<file path="config.mk">
export PLATFORM = sky130hd
export DESIGN_NAME = star_child_gen
export DESIGN_NICKNAME = d
export VERILOG_FILES = /design/src/rtl/star_pkg.sv /design/src/rtl/star_lfsr.sv /design/src/rtl/star_sequencer.sv /design/src/rtl/star_flip.sv /design/src/rtl/star_child_gen.sv
export SDC_FILE = /design/constraint.sdc
export NUM_CORES = 1
export LEC_CHECK = 0
export ABC_AREA = 1
export CAP_MARGIN = 10
export CORE_ASPECT_RATIO = 0.6
export CORE_MARGIN = 10
export CORE_UTILIZATION = 45
export CTS_CLUSTER_SIZE = 20
export DETAILED_ROUTE_END_ITERATION = 6
export DONT_BUFFER_PORTS = 1
export PLACE_DENSITY = 0.66
export SLEW_MARGIN = 10
export SYNTH_ARGS = -nofsm -noshare
export SYNTH_HDL_FRONTEND = slang
export SYNTH_SLANG_ARGS = --single-unit
</file>
<file path="constraint.sdc">
create_clock -name clk -period 1.71 [get_ports clk]
set_input_delay 0.0855 -clock clk [delete_from_list [all_inputs] [get_ports clk]]
set_output_delay 0.0855 -clock clk [all_outputs]
set_load 0.03 [all_outputs]
</file>
<file path="src/rtl/star_pkg.sv">
package star_pkg;

    localparam int LFSR_W     = 32;
    localparam int TAP_STRIDE = 6;
    localparam int MAX_AND    = 5;

    typedef enum logic [1:0] {
        KIND_PARENT = 2'd0,
        KIND_A      = 2'd1,
        KIND_B      = 2'd2,
        KIND_DONE   = 2'd3
    } kind_t;

    // Fibonacci step, feedback from bits 31, 21, 1, 0
    function automatic logic [LFSR_W-1:0] lfsr_step(input logic [LFSR_W-1:0] s);
        logic fb;
        fb = s[31] ^ s[21] ^ s[1] ^ s[0];
        return {s[LFSR_W-2:0], fb};
    endfunction

endpackage

</file>
<file path="src/rtl/star_lfsr.sv">
module star_lfsr
    import star_pkg::*;
#(
    parameter logic [LFSR_W-1:0] SEED = 32'hACE1_2468
) (
    input  logic              clk,
    input  logic              rst,
    input  logic              adv,
    output logic [LFSR_W-1:0] state
);

    always_ff @(posedge clk) begin
        if (rst)      state <= SEED;
        else if (adv) state <= lfsr_step(state);
    end

endmodule

</file>
<file path="src/rtl/star_sequencer.sv">
module star_sequencer
    import star_pkg::*;
#(
    parameter int CHAIN_LEN         = 64,
    parameter int CHILDREN_PER_TYPE = 2048,
    parameter int NUM_PHASES        = 4,
    localparam int BIT_W = (CHAIN_LEN > 1) ? $clog2(CHAIN_LEN) : 1,
    localparam int VEC_W = (CHILDREN_PER_TYPE > 1) ? $clog2(CHILDREN_PER_TYPE) : 1,
    localparam int PH_W  = (NUM_PHASES > 1) ? $clog2(NUM_PHASES) : 1
) (
    input  logic            clk,
    input  logic            rst,
    input  logic            adv,
    output kind_t           kind,
    output logic [PH_W-1:0] phase
);

    logic [BIT_W-1:0] bit_q;
    logic [VEC_W-1:0] vec_q;
    logic             last_bit;
    logic             last_vec;
    logic             last_phase;

    assign last_bit   = (bit_q == BIT_W'(CHAIN_LEN - 1));
    assign last_vec   = (vec_q == VEC_W'(CHILDREN_PER_TYPE - 1));
    assign last_phase = (phase == PH_W'(NUM_PHASES - 1));

    always_ff @(posedge clk) begin
        if (rst) begin
            bit_q <= '0;
            vec_q <= '0;
            kind  <= KIND_PARENT;
            phase <= '0;
        end else if (adv && kind != KIND_DONE) begin
            if (!last_bit) begin
                bit_q <= bit_q + 1'b1;
            end else begin
                bit_q <= '0;
                case (kind)
                    KIND_PARENT: begin
                        kind  <= KIND_A;
                        vec_q <= '0;
                    end
                    KIND_A: begin
                        if (last_vec) begin
                            kind  <= KIND_B;
                            vec_q <= '0;
                        end else begin
                            vec_q <= vec_q + 1'b1;
                        end
                    end
                    KIND_B: begin
                        if (last_vec) begin
                            vec_q <= '0;
                            if (last_phase) begin
                                kind <= KIND_DONE;
                            end else begin
                                phase <= phase + 1'b1;
                                kind  <= KIND_PARENT;
                            end
                        end else begin
                            vec_q <= vec_q + 1'b1;
                        end
                    end
                    default: ;
                endcase
            end
        end
    end

endmodule

</file>
<file path="src/rtl/star_flip.sv">
module star_flip
    import star_pkg::*;
#(
    parameter int WIDTH_A = 2,
    parameter int WIDTH_B = 1
) (
    input  logic              clk,
    input  logic              rst,
    input  logic              shift_en,
    input  kind_t             kind,
    input  logic [LFSR_W-1:0] rnd,
    input  logic              din,
    output logic              dout
);

    // prefix AND over spaced LFSR taps; pre[n] is the AND of the first n taps
    logic [MAX_AND:0] pre;
    assign pre[0] = 1'b1;

    genvar g;
    generate
        for (g = 0; g < MAX_AND; g++) begin : g_tap
            assign pre[g+1] = pre[g] & rnd[g*TAP_STRIDE];
        end
    endgenerate

    logic flip;
    always_comb begin
        case (kind)
            KIND_A:  flip = pre[WIDTH_A];
            KIND_B:  flip = pre[WIDTH_B];
            default: flip = 1'b0;
        endcase
    end

    always_ff @(posedge clk) begin
        if (rst)           dout <= 1'b0;
        else if (shift_en) dout <= din ^ flip;
    end

endmodule

</file>
<file path="src/rtl/star_child_gen.sv">
module star_child_gen
    import star_pkg::*;
#(
    parameter int                CHAIN_LEN         = 64,
    parameter int                CHILDREN_PER_TYPE = 2048,
    parameter int                NUM_PHASES        = 4,
    parameter int                WIDTH_A           = 2,
    parameter int                WIDTH_B           = 1,
    parameter logic [LFSR_W-1:0] SEED              = 32'hACE1_2468,
    localparam int PH_W = (NUM_PHASES > 1) ? $clog2(NUM_PHASES) : 1
) (
    input  logic            clk,
    input  logic            rst,
    input  logic            shift_en,
    input  logic            parent_bit,
    output logic            child_bit,
    output logic            child_en,
    output logic [1:0]      kind,
    output logic [PH_W-1:0] phase
);

    logic [LFSR_W-1:0] lfsr_state;
    kind_t             kind_s;

    star_lfsr #(.SEED(SEED)) u_lfsr (
        .clk   (clk),
        .rst   (rst),
        .adv   (shift_en),
        .state (lfsr_state)
    );

    star_sequencer #(
        .CHAIN_LEN         (CHAIN_LEN),
        .CHILDREN_PER_TYPE (CHILDREN_PER_TYPE),
        .NUM_PHASES        (NUM_PHASES)
    ) u_seq (
        .clk   (clk),
        .rst   (rst),
        .adv   (shift_en),
        .kind  (kind_s),
        .phase (phase)
    );

    star_flip #(.WIDTH_A(WIDTH_A), .WIDTH_B(WIDTH_B)) u_flip (
        .clk      (clk),
        .rst      (rst),
        .shift_en (shift_en),
        .kind     (kind_s),
        .rnd      (lfsr_state),
        .din      (parent_bit),
        .dout     (child_bit)
    );

    assign kind     = kind_s;
    assign child_en = (kind_s == KIND_A) || (kind_s == KIND_B);

endmodule

</file>
==> flow_summary_export.csv, run 1 <==
group,metric,value,unit
power,p_leak,1.16,nW
place,placed_cell_area,0.00252,mm^2
sta,drv_slew,0,
clock_tree,clock-root-buffer,"clkbuf_8",
logic_synthesis,synth.distinct_cells,34,
logic_synthesis,synth-xor-area-share,2.18,%
global_route,grt_start_max_net_pins,38,
sta,hold_slack,3.46,ps
place,dpl.hpwl,3290,um
sta,skew,8.83,ps
layout,antenna_cells,0,
routing,dr.pass1.iters,4,
job,max_cap_viol_count,0,
routing,wl,4710,um
clock_tree,insertion_delay,310,ps
global_route,track_usage,11.3,%
die,floorplan.initialDensity,47.0,%
worst_setup_path,path_class,"flip-flop to flip-flop",
routing,drtAntennaViolNets,0,
die,die_width,114,um
power,p_per_area,894,mW/mm^2
clock_tree,cts_buffers,5,
worst_setup_path,crit_path_end_kind,"flip-flop",
power,p_int,1.82,mW
power,p_switching,0.556,mW
routing,drt_iter0_markers,151,
routing,num_vias,1909,
logic_synthesis,synthAdderAreaFrac,3.12,%
sta,tightest_slew,1160,ps
logic_synthesis,synth_nets,328,
global_route,grt_pass1_wl,8250,um
logic_synthesis,avgSynthCellArea,7.57,um^2
sta,fmax,637,MHz
worst_setup_path,worst_setup_path_start_kind,"flip-flop",
layout,fin_nets,336,
clock_tree,cts_tree,"yes",
place,gp_congestion,0.795,
sta,rsz0062_at_grt,"no",
die,die_h,76.7,um
clock_tree,postCtsSetupBuffers,0,
worst_setup_path,critPathArrivalTime,1790,ps
logic_synthesis,synth-compound-area-share,8.05,%
routing,route.detailed.drc,0,
outcome,outcome,"completed",
layout,fillers,498,
worst_setup_path,startpoint,"u_seq.kind[0]",
hold_path,hp-start,"shift_en",
logic_synthesis,syn_area,0.00241,mm^2
logic_synthesis,synth_seq_cells,54,
layout,drive_gt1_share,13.8,%
die,rows,20,
worst_setup_path,required,1930,ps
layout,layout_common_cells,"63 x nor2_1, 62 x nand2_1, 54 x dfxtp_1",
place,port_buffers,0,
logic_synthesis,synth_top_family_by_area,"simple AND/OR/NAND/NOR gates",
sta,setup_tns,0,ps
logic_synthesis,syn_inst,318,
clock_tree,cts.path.max_buffers,2,
die,die_area,0.00877,mm^2
layout,fin_area,0.00266,mm^2
global_route,grt_pass1_vias,1753,
logic_synthesis,yosysSeqAreaShare,44.9,%
clock_tree,cts_max_level,2,
power,pwr-share-clk,35.8,%
logic_synthesis,synth.area.mux_share,0,%
die,io_pins,10,
logic_synthesis,yosysWarnings,0,
sta,fin_crit_sh,91.9,%
sta,hold_violations,0,
power,irDropWorstVdd,0.373,mV
die,core_area,0.00513,mm^2
worst_setup_path,cp_max_fo,4,
routing,wl_per_cell,12.0,um
hold_path,hold_class,"input pin to flip-flop",
power,seqPwrFrac,57.2,%
sta,maxSlewHeadroom,22.7,%
global_route,antenna_found_initial,0,
worst_setup_path,reg2reg_from,"u_seq.kind[0]",
clock_tree,clk_transition_reported_paths,90,ps
global_route,grt_overflow,0,
logic_synthesis,yosys.area_share.simple,35.4,%
power,p_sw_share,23.4,%
layout,layout_commonest_cell,"nor2_1",
clock_tree,cts_sinks,54,
layout,syn2layout_area_growth,10.3,%
sta,layout_min_cycle_time,1570,ps
routing,viasPerCell,4.86,
power,combPwrFrac,7.0,%
sta,setup_viol,0,
-- power by group through the flow --
stage	sequential, mW	combinational, mW	clock (mW)
2_1_floorplan	1.38	0.134	0
3_3_place_gp	1.39	0.147	0
3_5_place_dp	1.39	0.150	0
4_1_cts	1.36	0.168	0.871
5_1_grt	1.37	0.197	0.914
6_report	1.36	0.167	0.851
-- final cells by class --
class,count,area [um^2],area share [%]
multi-input cells,227,1170,44.2
inverters,26,100,3.77
flip-flops and latches,54,1080,40.7
repair buffers,12,110,4.15
clock buffers,5,68.8,2.59
well taps,66,82.6,3.11
clock inverters,3,40.0,1.51
-- critical path, cell delays in order (launching register included) --
cell and delay (ps):
dfxtp_1 400, inv_1 80, ha_1 240, or2_2 320, nand3_1 100, or2_2 110
nand3_1 80, nand2_1 110, inv_1 40
-- routing by layer --
metal / vias to the layer above / routed length (um) / global-route usage [%]
met5: - / 0 / 0
met4: 0 / 81 / 4.49
met3: 7 / 313 / 3.42
met2: 40 / 1700 / 14.5
met1: 840 / 2620 / 16.6
li1: 1022 / - / -
-- metrics by stage --
step / total power, mW / util, % / setup WS [ps] / instances
after global routing: 2.48 / 51.8 / 12.3 / 393
after floorplan: 1.51 / - / 14.8 / 318
after detailed placement: 1.54 / 49.2 / 193 / 383
after global placement: 1.53 / 49.2 / 230 / 383
after CTS: 2.40 / 51.7 / 147 / 393
final: 2.38 / 51.8 / 139 / 393
-- logic make-up after synthesis --
logic type | after synthesis
AO/OA/AOI/OAI | 37
XOR/XNOR | 6
adder cells (fa/ha/maj) | 6
buffers and inverters | 37
flip-flops | 54
AND/OR/NAND/NOR | 178
-- what timing repair did --
action                                  in CTS  in global routing
endpoints found under the hold margin       37                  0
hold buffers                                 2                  0
resized for setup                            0                  1
endpoints found under the setup margin       0                  2
-- final timing paths --
check,to,cells past startpoint,slack [ps]
worst max-delay path,u_flip.dout,8,140
worst min-delay path,u_lfsr.state[20],3,3
worst max register to register,u_flip.dout,8,140
worst min register to register,u_lfsr.state[22],2,460
-- flip-flops by register name, summed over array words and instances, names as in the netlist --
register,flops
u_flip.dout,1
u_seq.kind,2
u_seq.vec_q,11
u_seq.bit_q,6
u_lfsr.state,32
u_seq.phase,2
-- Yosys cell counts --
library cell,number,share of area (%)
nor2_1,63,9.8
nand2_1,62,9.7
dfxtp_1,54,45
nand3_1,24,5.0
inv_1,22,3.4
o21ai_0,22,4.6
a21oi_1,10,2.1
nor2_2,7,1.8
ha_1,6,3.1
clkbuf_1,5,0.78
buf_2,4,0.83
nand2_2,4,1.0
xor2_1,4,1.5
or2_2,3,0.78
buf_4,2,0.62
inv_2,2,0.31
nand2_4,2,0.93
nand3_2,2,0.83
nor2_8,2,1.7
nor4_1,2,0.52
o21ai_1,2,0.42
xnor2_1,2,0.73
a211oi_1,1,0.31
a31o_2,1,0.36
clkinv_1,1,0.16
inv_4,1,0.26
nand2_8,1,0.83
nand3_4,1,0.73
nand3b_1,1,0.31
nand4_1,1,0.26
nor3_1,1,0.21
nor3_4,1,0.68
nor3b_1,1,0.31
o21bai_1,1,0.31
No activity file was read; power rests on OpenSTA's default activity.
==> run 2: changes to the inputs <==
Settings changed: PLACE_DENSITY 0.66 to 0.68.
==> flow_summary_export.csv, run 2 (same netlist as run 1, synthesis figures left out) <==
group,metric,value,unit
outcome,outcome,"completed",
die,io_pins,10,
clock_tree,cts_buffers,5,
layout,top_register,"u_lfsr.state",
routing,wl_met1,2520,um
layout,largest_reg_flops,32,
die,floorplan.initialDensity,47.0,%
worst_setup_path,crit_path_top_delay_cell,"dfxtp_2",
routing,wl,4620,um
die,die_area,0.00877,mm^2
routing,viasPerCell,4.84,
hold_path,hold_class,"input pin to flip-flop",
worst_setup_path,critPathArrivalTime,1440,ps
global_route,grt_overflow,0,
power,power,2.24,mW
sta,drv_slew,0,
sta,maxSlewHeadroom,20.4,%
clock_tree,postCtsSetupBuffers,0,
sta,tightest_slew,1190,ps
worst_setup_path,max_stage_delay,370,ps
layout,layout_common_cells,"63 x nor2_1, 62 x nand2_1, 52 x dfxtp_1",
die,die_h,76.7,um
sta,fin_ws,183,ps
worst_setup_path,required,1620,ps
routing,wl_per_cell,11.8,um
job,max_cap_viol_count,0,
layout,fillers,492,
sta,fin_crit_sh,89.3,%
global_route,track_usage,11.5,%
routing,num_vias,1893,
clock_tree,insertion_delay,300,ps
power,p_leak,1.14,nW
sta,layout_min_cycle_time,1530,ps
routing,drtAntennaViolNets,0,
routing,drt_iter0_markers,173,
global_route,grt_pass1_wl,8560,um
place,place_ws,198,ps
die,core_area,0.00513,mm^2
sta,setup_viol,0,
place,placed_cell_area,0.00250,mm^2
worst_setup_path,crit_path_end_kind,"output pin",
global_route,antenna_found_initial,0,
power,irDropWorstVdd,0.381,mV
layout,antenna_cells,0,
worst_setup_path,cp_common_cell,"inv_1",
routing,dr.pass1.iters,4,
clock_tree,cts.path.max_buffers,2,
clock_tree,cts_sinks,54,
global_route,grt_start_max_net_pins,38,
worst_setup_path,cp_max_fo,5,
routing,route.detailed.drc,0,
clock_tree,cts_max_level,2,
layout,final_util,51.0,%
die,rows,20,
worst_setup_path,path_class,"flip-flop to output pin",
routing,met2_wirelength,1770,um
place,port_buffers,0,
worst_setup_path,cp_cell_sequence,"inv_1 -> ha_1 -> inv_1 -> buf_4",
sta,hold_violations,0,
layout,fin_area,0.00261,mm^2
worst_setup_path,worst_setup_path_start_kind,"flip-flop",
layout,layout_commonest_cell,"nor2_1",
clock_tree,clk_transition_reported_paths,90,ps
clock_tree,clock-root-buffer,"clkbuf_8",
routing,dr_wl_met3,289,um
layout,fin_nets,334,
place,gp_congestion,0.876,
sta,rsz0062_at_grt,"no",
layout,reg_top3,"u_lfsr.state (32), u_seq.vec_q (11), u_seq.bit_q (6)",
routing,highest_layer,"met4",
die,die_width,114,um
sta,setup_tns,0,ps
global_route,grt_pass1_vias,1845,
power,p_per_area,858,mW/mm^2
clock_tree,cts_tree,"yes",
layout,drive_gt1_share,13.5,%
sta,fmax,655,MHz
place,dpl.hpwl,3190,um
layout,syn2layout_area_growth,8.52,%
sta,skew,6.19,ps
-- run 2: cell count changes in the layout (fill, tap and decap cells not counted) --
| cell | previous run | this run |
|---|---|---|
| bufinv_16 | 1 | 0 |
| dfxtp_2 | 0 | 2 |
| buf_12 | 1 | 0 |
| clkbuf_1 | 0 | 1 |
| buf_4 | 9 | 8 |
| clkinv_2 | 2 | 1 |
| dfxtp_1 | 54 | 52 |
| clkbuf_8 | 5 | 6 |
-- run 2: metrics by stage --
stage | cells | hold WS [ps]
detailed placement | 381 | 165
global route | 391 | 8.17
CTS | 391 | 3.27
global placement | 381 | 158
floorplan | 318 | 155
finish | 391 | 11.1
-- run 2: routing by layer --
metal	global-route usage, %	up-vias
li1	-	1017
met5	0	-
met1	16.2	842
met2	15.7	32
met4	3.37	0
met3	4.04	2
-- run 2: final timing paths --
path                            to  slack [ps]             start  depth (start not counted)
setup / recovery          child_en         180     u_seq.kind[0]                          4
hold reg to reg   u_lfsr.state[27]         460  u_lfsr.state[27]                          2
hold / removal     u_lfsr.state[7]          10          shift_en                          2
setup reg to reg       u_flip.dout         190     u_seq.kind[0]                          8
-- run 2: critical path, delay by kind of cell (launching register included) --
| kind | cells | cell delay [ps] |
|---|---|---|
| fa+ha+maj | 1 | 330 |
| buf+inv | 3 | 440 |
| flops | 1 | 370 |
-- run 2: final cells by class --
cell class                 count  area [um^2]  area share, %
clock buffer                   7         86.3           3.30
clock inverter                 1         5.00          0.191
inverter                      26          100           3.83
multi-input combinational    227         1170           44.9
sequential                    54         1080           41.5
tap                           66         82.6           3.16
timing repair buffer          10         82.6           3.16
-- run 2: timing repair --
item,CTS,global route
gates resized for setup,0,3
hold buffers,2,0
endpoints found under the hold margin,37,0
setup endpoints to repair,0,7
-- run 2: report_power, final --
part	internal, mW	switching [mW]
Clock	0.328	0.395
Sequential	1.32	0.0374
Combinational	0.0614	0.100
